--- config.mk ---
export PLATFORM = sky130hd
export DESIGN_NAME = poe_alloc_gate
export DESIGN_NICKNAME = d
export VERILOG_FILES = /design/src/rtl/poe_alloc_pkg.sv /design/src/rtl/poe_alloc_cfg.sv /design/src/rtl/poe_alloc_rule.sv /design/src/rtl/poe_alloc_chan.sv /design/src/rtl/poe_alloc_gate.sv
export SDC_FILE = /design/constraint.sdc
export NUM_CORES = 1
export LEC_CHECK = 0
export ABC_AREA = 1
export BUFFER_PORTS_ARGS = -buffer_cell sky130_fd_sc_hd__buf_4
export CAP_MARGIN = 40
export CORE_MARGIN = 2
export CORE_UTILIZATION = 50
export CTS_BUF_LIST = sky130_fd_sc_hd__clkbuf_4 sky130_fd_sc_hd__clkbuf_8 sky130_fd_sc_hd__clkbuf_16
export CTS_CLUSTER_DIAMETER = 120
export DETAILED_ROUTE_END_ITERATION = 6
export GPL_ROUTABILITY_DRIVEN = 0
export PLACE_DENSITY = 0.85
export SLEW_MARGIN = 0
export SYNTH_ARGS = -nofsm -noshare
export SYNTH_HDL_FRONTEND = slang
export SYNTH_SLANG_ARGS = --single-unit
--- constraint.sdc ---
create_clock -name clk -period 1.09 [get_ports clk]
set_input_delay 0.109 -clock clk [delete_from_list [all_inputs] [get_ports clk]]
set_output_delay 0.109 -clock clk [all_outputs]
set_load 0.02 [all_outputs]
--- src/rtl/poe_alloc_pkg.sv ---
package poe_alloc_pkg;
    localparam int CODE_W  = 3;
    localparam int CLASS_W = 3;
    localparam int FIELD_W = CODE_W + 1;

    typedef enum logic [1:0] {
        CH_IDLE    = 2'd0,
        CH_ARMED   = 2'd1,
        CH_POWERED = 2'd2
    } ch_state_e;

    localparam logic [CODE_W-1:0] BUDGET_15W4 = 3'b000;
    localparam logic [CODE_W-1:0] BUDGET_4W   = 3'b001;
    localparam logic [CODE_W-1:0] BUDGET_7W   = 3'b010;
    localparam logic [CODE_W-1:0] BUDGET_30W  = 3'b011;
endpackage

--- src/rtl/poe_alloc_cfg.sv ---
module poe_alloc_cfg
    import poe_alloc_pkg::*;
#(
    parameter int NUM_PAIR = 2,
    localparam int REG_W   = NUM_PAIR * FIELD_W
) (
    input  logic                       clk,
    input  logic                       rst_n,
    input  logic                       wr_en,
    input  logic [REG_W-1:0]           wr_data,
    output logic [REG_W-1:0]           rd_data,
    output logic [NUM_PAIR*CODE_W-1:0] pair_code
);
    logic [REG_W-1:0] cfg_q;

    always_ff @(posedge clk or negedge rst_n) begin
        if (!rst_n)
            cfg_q <= '0;
        else if (wr_en)
            cfg_q <= wr_data;
    end

    assign rd_data = cfg_q;

    for (genvar p = 0; p < NUM_PAIR; p++) begin : g_field
        assign pair_code[p*CODE_W +: CODE_W] = cfg_q[p*FIELD_W +: CODE_W];
    end
endmodule

--- src/rtl/poe_alloc_rule.sv ---
module poe_alloc_rule
    import poe_alloc_pkg::*;
(
    input  logic [CODE_W-1:0]  code,
    input  logic [CLASS_W-1:0] pd_class,
    output logic               admit
);
    localparam logic [CLASS_W-1:0] TOP_CLASS = CLASS_W'(4);

    logic [CLASS_W-1:0] cls_sat;

    always_comb begin
        cls_sat = (pd_class > TOP_CLASS) ? TOP_CLASS : pd_class;
        unique case (code)
            BUDGET_15W4: admit = (cls_sat < TOP_CLASS);
            BUDGET_4W:   admit = (cls_sat == CLASS_W'(1));
            BUDGET_7W:   admit = (cls_sat == CLASS_W'(1)) || (cls_sat == CLASS_W'(2));
            BUDGET_30W:  admit = 1'b1;
            default:     admit = 1'b0;
        endcase
    end
endmodule

--- src/rtl/poe_alloc_chan.sv ---
module poe_alloc_chan
    import poe_alloc_pkg::*;
(
    input  logic               clk,
    input  logic               rst_n,
    input  logic               on_req,
    input  logic               off_req,
    input  logic               arm_req,
    input  logic               clr_req,
    input  logic [CODE_W-1:0]  live_code,
    input  logic [CLASS_W-1:0] pd_class,
    output logic               grant,
    output logic               fault
);
    ch_state_e         state_q, state_d;
    logic [CODE_W-1:0] held_q;
    logic [CODE_W-1:0] use_code;
    logic              admit;
    logic              reject;
    logic              capture;

    assign use_code = (state_q == CH_ARMED) ? held_q : live_code;

    poe_alloc_rule u_rule (
        .code     (use_code),
        .pd_class (pd_class),
        .admit    (admit)
    );

    always_comb begin
        state_d = state_q;
        unique case (state_q)
            CH_IDLE: begin
                if (off_req)      state_d = CH_IDLE;
                else if (on_req)  state_d = admit ? CH_POWERED : CH_IDLE;
                else if (arm_req) state_d = CH_ARMED;
            end
            CH_ARMED: begin
                if (off_req)      state_d = CH_IDLE;
                else if (on_req)  state_d = admit ? CH_POWERED : CH_IDLE;
            end
            CH_POWERED: begin
                if (off_req)      state_d = CH_IDLE;
            end
            default: state_d = CH_IDLE;
        endcase
    end

    always_ff @(posedge clk or negedge rst_n) begin
        if (!rst_n)
            state_q <= CH_IDLE;
        else
            state_q <= state_d;
    end

    assign reject  = on_req && !off_req && (state_q != CH_POWERED) && !admit;
    assign capture = (state_q == CH_IDLE) && !off_req && (on_req || arm_req);

    always_ff @(posedge clk or negedge rst_n) begin
        if (!rst_n) begin
            held_q <= '0;
            fault  <= 1'b0;
        end else begin
            if (capture)
                held_q <= live_code;
            if (reject)
                fault <= 1'b1;
            else if (clr_req)
                fault <= 1'b0;
        end
    end

    always_comb begin
        grant = (state_q == CH_POWERED);
    end
endmodule

--- src/rtl/poe_alloc_gate.sv ---
module poe_alloc_gate
    import poe_alloc_pkg::*;
#(
    parameter int NUM_CH    = 4,
    localparam int NUM_PAIR = NUM_CH / 2,
    localparam int REG_W    = NUM_PAIR * FIELD_W
) (
    input  logic                      clk,
    input  logic                      rst_n,
    input  logic                      cfg_wr_en,
    input  logic [REG_W-1:0]          cfg_wr_data,
    output logic [REG_W-1:0]          cfg_rd_data,
    input  logic [NUM_CH-1:0]         pwr_on_req,
    input  logic [NUM_CH-1:0]         pwr_off_req,
    input  logic [NUM_CH-1:0]         arm_req,
    input  logic [NUM_CH-1:0]         flt_clr,
    input  logic [NUM_CH*CLASS_W-1:0] ch_class,
    output logic [NUM_CH-1:0]         grant,
    output logic [NUM_CH-1:0]         flt_insuff
);
    logic [NUM_PAIR*CODE_W-1:0] pair_code;

    poe_alloc_cfg #(.NUM_PAIR(NUM_PAIR)) u_cfg (
        .clk       (clk),
        .rst_n     (rst_n),
        .wr_en     (cfg_wr_en),
        .wr_data   (cfg_wr_data),
        .rd_data   (cfg_rd_data),
        .pair_code (pair_code)
    );

    for (genvar c = 0; c < NUM_CH; c++) begin : g_chan
        poe_alloc_chan u_chan (
            .clk       (clk),
            .rst_n     (rst_n),
            .on_req    (pwr_on_req[c]),
            .off_req   (pwr_off_req[c]),
            .arm_req   (arm_req[c]),
            .clr_req   (flt_clr[c]),
            .live_code (pair_code[(c/2)*CODE_W +: CODE_W]),
            .pd_class  (ch_class[c*CLASS_W +: CLASS_W]),
            .grant     (grant[c]),
            .fault     (flt_insuff[c])
        );
    end
endmodule

==> impl_metrics.csv, run 1 <==
group,metric,value,unit
route,num_vias,1976,
place,place_ws,0.01584,ns
die,die-area,4084,um2
worst_setup_path,start_kind,"register",
place,io_buffers,54,
clock_tree,clkSlewWorstSetupHoldPaths,0.10,ns
synth,async_reset_ff_share,100.0,%
worst_setup_path,crit_type,"reg -> reg",
sta,fin_crit,1.266,ns
sta,min_period_over_period,116.1,%
synth,synthTopCellsByCount,"nand2_1, inv_1, dfrtp_1, o21ai_0, nor2_1",
grt,antenna_found_initial,0,
place,dp_cells,346,
synth,syn_inst,254,
grt,grt_pass1_wl,7617,um
worst_setup_path,arrival,1.54,ns
sta,maxSlewViolCount,0,
die,initial_utilization,52.93,%
synth,ys_seq_area_share,44.63,%
grt,grt_start_max_net_pins,33,
grt,grt_overflow,0,
synth,synth_seq_cells,32,
route,ant_nets,0,
synth,synth_area_leaders,"dfrtp_1, nand2_1, inv_1",
outcome,violations,"setup timing",
final_layout,nNetsFinal,378,
clock_tree,cts_tree,"built",
worst_setup_path,worst_ep_required_time,1.36,ns
sta,relSlewSlack,73.73,%
die,ios,55,
synth,syn_nets,293,
hold_path,hp-class,"in -> reg",
clock_tree,clock_latency,0.33,ns
die,fp.dieH,63.91,um
die,die_w,63.91,um
sta,fin_ws,-0.1757,ns
sta,fmax,790.1,MHz
synth,synth_top_area_share,44.63,%
worst_setup_path,cp-end-kind,"register",
synth,yosysWarnings,0,
final_layout,drive_gt1_share,40.71,%
clock_tree,cts_buffers,5,
worst_setup_path,crit-reg2reg-launch,"g_chan[3].u_chan.state_q[1]",
synth,synthesis.area,1794,um2
worst_setup_path,critPathLaunch,"g_chan[3].u_chan.state_q[1]",
route,wl_per_cell,13.26,um
synth,synthMuxAreaShare,1.255,%
grt,first_global_vias,1830,
clock_tree,cts.sinks,32,
clock_tree,clk_path_buf_depth,2,
sta,setup_violations,11,
synth,yosys.area_share.simple,30.47,%
run,drv_cap,0,
synth,yosys.area_share.adder,0,%
power_and_ir_drop,leakage,1.464,nW
synth,ys.flop_type,"dfrtp_1",
synth,synth_compound_area_share,10.60,%
synth,synth_most_common_cell,"nand2_1",
die,core-area,3390,um2
synth,synth_top_family_by_area,"simple AND/OR/NAND/NOR gates",
route,post-route-drc-count,0,
route,drtIter0Drc,187,
synth,yosys.area.top_type,"dfrtp_1",
power_and_ir_drop,power,3.360,mW
place,dp_hpwl,2962,um
sta,tightest_slew,0.3940,ns
hold_path,worstHoldStart,"flt_clr[0]",
outcome,outcome,"finished, violations left",
final_layout,fill_cells,238,
final_layout,area_delta_synth_final,52.16,%
worst_setup_path,cp_max_fo,3,
route,routed_wl,5105,um
clock_tree,root_buffer,"clkbuf_4",
power_and_ir_drop,peakVddDrop,0.8474,mV
grt,track_usage,23.82,%
synth,synth_edf_count,0,
sta,finalHoldViolCount,0,
synth,yosys.area_share.xor_xnor,0,%
sta,finClkSkew,0.004435,ns
synth,synth_area_per_cell,7.064,um2
synth,synthDistinctLibCells,19,
die,rows,21,
route,firstDrtPassIters,4,
sta,rsz0062_at_grt,"yes",
final_layout,antennaDiodeCount,0,
final_layout,stdcell_count,385,
clock_tree,htreeDepth,2,
power_and_ir_drop,p_per_area,1231,nW/um2
route,vias_per_cell,5.132,
layout by cell type, fill, tap and decap left out:
| cell type | n |
|---|---|
| a21oi_2 | 3 |
| buf_4 | 64 |
| buf_6 | 11 |
| clkbuf_4 | 5 |
| clkbuf_8 | 2 |
| dfrtp_1 | 24 |
| dfrtp_2 | 8 |
| dlygate4sd3_1 | 12 |
| inv_1 | 29 |
| inv_2 | 15 |
| inv_4 | 1 |
| mux2_2 | 2 |
| nand2_1 | 78 |
| nand2_2 | 9 |
| nand3_1 | 9 |
| nand3_2 | 3 |
| nand3b_1 | 1 |
| nor2_1 | 14 |
| nor2_2 | 1 |
| nor2_4 | 3 |
| nor3_1 | 3 |
| nor3_2 | 7 |
| nor3_4 | 1 |
| nor4_1 | 2 |
| o2111ai_1 | 2 |
| o2111ai_4 | 2 |
| o21ai_0 | 15 |
| o21ai_1 | 12 |
| o21ai_2 | 1 |
registers in the layout (all words and copies together) (netlist names):
name / count
g_chan.u_chan.held_q: 12
g_chan.u_chan.state_q: 8
u_cfg.rd_data: 8
g_chan.u_chan.fault: 4
critical path: stages, from the launching register on:
cell and delay (ns):
dfrtp_2 0.45, nand2_2 0.11, inv_2 0.05, buf_4 0.13, nor3_1 0.23, nand3_1 0.16
nand2_1 0.08
logic make-up after synthesis:
logic type             count (synthesis)
multiplexers                           2
AO/OA/AOI/OAI                         35
flip-flops                            32
AND/OR/NAND/NOR                      131
buffers and inverters                 54
per-stage QoR:
| stage | instance area [um2] | utilization [%] | hold slack [ns] | TNS (ns) |
|---|---|---|---|---|
| 2_1_floorplan | 1794 | - | -0.1866 | 0 |
| 6_report | 2730 | 80.55 | 0.005527 | -0.7836 |
| 4_1_cts | 2532 | 74.71 | 0.0002028 | -0.3086 |
| 3_5_place_dp | 2200 | 64.89 | 0.06395 | 0 |
| 3_3_place_gp | 2200 | 64.89 | 0.06720 | 0 |
| 5_1_grt | 2730 | 80.55 | -0.0004947 | -1.774 |
path summary, 6_finish.rpt:
check	end	slack [ns]	cells after the start
min	g_chan[0].u_chan.fault	0.006	4
max	g_chan[3].u_chan.fault	-0.18	6
min reg2reg	g_chan[0].u_chan.fault	0.50	2
max reg2reg	g_chan[3].u_chan.fault	-0.18	6
min in group asynchronous	u_cfg.rd_data[6]	0.24	2
max in group asynchronous	u_cfg.rd_data[1]	0.54	2
metal layers:
metal	routed length, um	vias up	global-route usage [%]
li1	-	957	-
met1	2124	919	29.23
met2	2568	86	40.36
met3	290	14	5.634
met4	121	0	9.239
met5	0	-	0
repair_timing:
item | in CTS | in global routing
hold buffers | 12 | 0
buffers inserted | 13 | 7
pin swaps | 2 | 17
endpoints found under the setup margin | 5 | 29
resized for setup | 15 | 44
hold endpoints to repair | 41 | 0
power breakdown:
group | leakage [nW] | switching [mW] | internal [mW] | total, mW
Combinational | 1.03 | 0.566 | 0.514 | 1.08
Sequential | 0.396 | 0.155 | 1.35 | 1.51
Clock | 0.0374 | 0.406 | 0.366 | 0.772
area by class of cell:
| type | count | area (um2) | share of cell area (%) |
|---|---|---|---|
| clock buffers | 7 | 65.06 | 2.383 |
| inverters | 45 | 171.4 | 6.279 |
| multi-input cells | 168 | 900.9 | 33.00 |
| flip-flops and latches | 32 | 810.8 | 29.70 |
| well taps | 46 | 57.56 | 2.108 |
| repair buffers | 87 | 724.4 | 26.54 |
(Power assumes the default switching activity.)
==> run 2: changes to the inputs <==
CORE_MARGIN = 8   (was 2)
PLACE_DENSITY = 0.83   (was 0.85)
SYNTH_HIERARCHICAL = 1   (was not set)
==> run 2 against run 1 <==
Net effect: the flow still finishes with violations (setup timing); register-to-register slack got worse by 0.34 ns; combinational power rose by 62%; maximum frequency fell by 21%; synthesized cell count rose by 24%; global-route usage fell by 5.0 points; sequential power barely moved; final cell count rose by 23%; largest power group is now combinational cells.
==> impl_metrics.csv, run 2 <==
group,metric,value,unit
worst_setup_path,worst_ep_required_time,1.28,ns
die,die-area,6491,um2
synth,syn_nets,355,
worst_setup_path,crit-reg2reg-launch,"g_chan[1].u_chan/state_q[1]",
power_and_ir_drop,comb_power_share,39.6,%
sta,rsz0062_at_grt,"yes",
clock_tree,cts.sinks,32,
clock_tree,root_buffer,"clkbuf_8",
run,drv_cap,0,
hold_path,hp-class,"in -> reg",
worst_setup_path,reg2regPathDepth,12,
final_layout,final_cell_mix,"nand2_1, buf_4, nand2_2, dfrtp_1, nor2_1",
synth,yosysWarnings,6,
final_layout,largest_reg_flops,12,
final_layout,multiInputGateArea,1264,um2
final_layout,area_delta_synth_final,61.52,%
clock_tree,cts_buffers,5,
clock_tree,htreeDepth,2,
final_layout,largest-register,"g_chan.u_chan/held_q",
power_and_ir_drop,p_per_area,1316,nW/um2
clock_tree,cts_tree,"built",
die,core-area,4000,um2
grt,grt_pass1_wl,9860,um
route,wl_per_cell,14.19,um
route,vias_per_cell,5.164,
worst_setup_path,arrival,1.80,ns
route,drtIter0Drc,106,
route,firstDrtPassIters,4,
worst_setup_path,start_kind,"register",
hold_path,worstHoldStart,"flt_clr[2]",
synth,async_reset_ff_share,100.0,%
synth,synth_compound_area_share,4.082,%
sta,min_period_over_period,147.5,%
synth,synth_top_family_by_area,"simple AND/OR/NAND/NOR gates",
clock_tree,clk_path_buf_depth,2,
sta,tightest_slew,0.4229,ns
power_and_ir_drop,leakage,1.828,nW
sta,fin_ws,-0.5176,ns
final_layout,fill_cells,238,
grt,first_global_vias,2377,
route,post-route-drc-count,0,
route,routed_wl,6742,um
route,num_vias,2453,
worst_setup_path,cp_max_fo,6,
power_and_ir_drop,p_clk_share,26.1,%
final_layout,final_common_cell,"nand2_1",
synth,synthesis.area,2084,um2
worst_setup_path,critPathLaunch,"g_chan[1].u_chan/state_q[1]",
synth,synth_area_leaders,"dfrtp_1, nand2_1, nand3_1",
place,placed_cell_area,2751,um2
worst_setup_path,endpoint,"g_chan[1].u_chan/state_q[1]",
sta,finalHoldViolCount,0,
sta,relSlewSlack,71.81,%
synth,synth_seq_cells,32,
sta,setup_violations,27,
final_layout,antennaDiodeCount,0,
synth,yosys.area.top_type,"dfrtp_1",
synth,syn_inst,316,
synth,synth_top_area_share,38.42,%
grt,globalRouteMet2Util,33.52,%
grt,track_usage,18.86,%
final_layout,drive_gt1_share,49.65,%
die,ios,55,
clock_tree,clock_latency,0.29,ns
final_layout,stdcell_count,475,
die,fp.dieH,80.57,um
final_layout,design_area,3367,um2
worst_setup_path,r2r-end,"g_chan[1].u_chan/state_q[1]",
grt,grt_use_met3,5.804,%
worst_setup_path,crit_type,"reg -> reg",
synth,synth_area_per_cell,6.597,um2
power_and_ir_drop,p_int,2.866,mW
grt,antenna_found_initial,0,
worst_setup_path,r2r_slack,-0.52,ns
final_layout,finalCoreUtilization,84.17,%
die,die_w,80.57,um
synth,yosys.area_share.adder,0,%
synth,yosys.area_share.xor_xnor,0,%
power_and_ir_drop,sw_frac_of_total,35.30,%
route,ant_nets,0,
grt,busiest_layer,"met2",
grt,grt_start_max_net_pins,33,
die,initial_utilization,52.11,%
power_and_ir_drop,pwr-share-seq,34.3,%
synth,ys.flop_type,"dfrtp_1",
power_and_ir_drop,p_sw,1.564,mW
sta,maxSlewViolCount,0,
final_layout,seqCellArea,804.5,um2
place,dp_cells,441,
sta,finalSetupTns,-4.924,ns
outcome,violations,"setup timing",
sta,finClkSkew,0.003409,ns
synth,ys_seq_area_share,38.42,%
grt,grt_use_met1,20.23,%
synth,yosys.area_share.simple,45.98,%
power_and_ir_drop,peakVddDrop,1.122,mV
clock_tree,clkSlewWorstSetupHoldPaths,0.07,ns
place,place_ws,-0.4630,ns
synth,synthTopCellsByCount,"nand2_1, inv_1, dfrtp_1, nand3_1, nor2_1",
place,io_buffers,54,
synth,synthDistinctLibCells,18,
synth,synth_edf_count,0,
sta,fmax,622.0,MHz
die,rows,23,
place,dp_hpwl,4017,um
sta,fin_crit,1.608,ns
synth,synth_most_common_cell,"nand2_1",
outcome,outcome,"finished, violations left",
synth,synthMuxAreaShare,0,%
worst_setup_path,cp-end-kind,"register",
final_layout,nNetsFinal,463,
grt,grt_overflow,0,
run 2: changes by cell type after synthesis, moves of 5 or more:
cell / change
inv_2: +6
nand2_1: +37
nand2_2: +8
nand3_1: +16
nor2_1: +12
nor2_4: +9
nor3_1: -5
o21ai_0: -16
run 2: how the worst min path moves through the flow:
stage	endpoint	slack (ns)	cells past startpoint
3_5_place_dp	g_chan[3].u_chan/held_q[1]	0.08	1
4_1_cts	g_chan[2].u_chan/fault	0.003	2
5_1_grt	g_chan[2].u_chan/fault	-0.004	2
6_report	g_chan[2].u_chan/fault	0.003	2
2_1_floorplan	g_chan[0].u_chan/fault	-0.19	0
3_3_place_gp	g_chan[3].u_chan/held_q[1]	0.08	1
run 2: stage by stage:
step / power [mW] / hold WS, ns
4_1_cts: 4.199 / 0.003428
2_1_floorplan: 2.266 / -0.1866
6_report: 4.430 / 0.003348
3_3_place_gp: 2.767 / 0.07535
5_1_grt: 4.680 / -0.004169
3_5_place_dp: 2.810 / 0.07586
run 2: layout make-up:
type,instances,share of cell area (%)
timing repair buffer,108,27.20
sequential,32,23.89
clock inverter,3,1.263
multi-input combinational,228,37.53
inverter,49,6.206
tap,50,1.858
clock buffer,5,2.044
run 2: power groups by stage:
stage	Combinational [mW]	Clock, mW	Sequential [mW]
2_1_floorplan	0.725	0	1.54
3_3_place_gp	1.27	0	1.50
3_5_place_dp	1.31	0	1.50
4_1_cts	1.53	1.18	1.49
5_1_grt	1.90	1.24	1.54
6_report	1.75	1.16	1.52
run 2: critical path: stages, from the launching register on:
cell and delay [ns]:
dfrtp_1 0.41, inv_2 0.10, nand2_4 0.09, o21ai_2 0.21, inv_2 0.07, nand3_2 0.07
nor2_1 0.05, nor2_1 0.12, nand3_1 0.13, nand2_1 0.09, nor2_1 0.04, nand3_1 0.07
nand2_1 0.05
run 2: layer usage:
metal | up-vias | part of all wire (%) | wire length, um
li1 | 1185 | - | -
met4 | 0 | 2.4 | 164
met1 | 1163 | 39 | 2601
met2 | 87 | 52 | 3479
met5 | - | 0 | 0
met3 | 18 | 7.4 | 496
run 2: cell families (layout without fill, tap and decap cells):
family / count (synthesis) / in the layout
AOI/OAI and AO/OA: 16 / 16
DFF: 32 / 32
and+or+nand+nor: 212 / 212
buffers and inverters: 56 / 165
run 2: repair_timing:
item                                   4_1_cts  5_1_grt
gates cloned                                 0        0
pin swaps                                   24       33
endpoints found under the hold margin       33        1
buffers inserted                            12       13
hold buffers                                 2        1
gates resized for setup                     51       45
setup endpoints to repair                   28       32
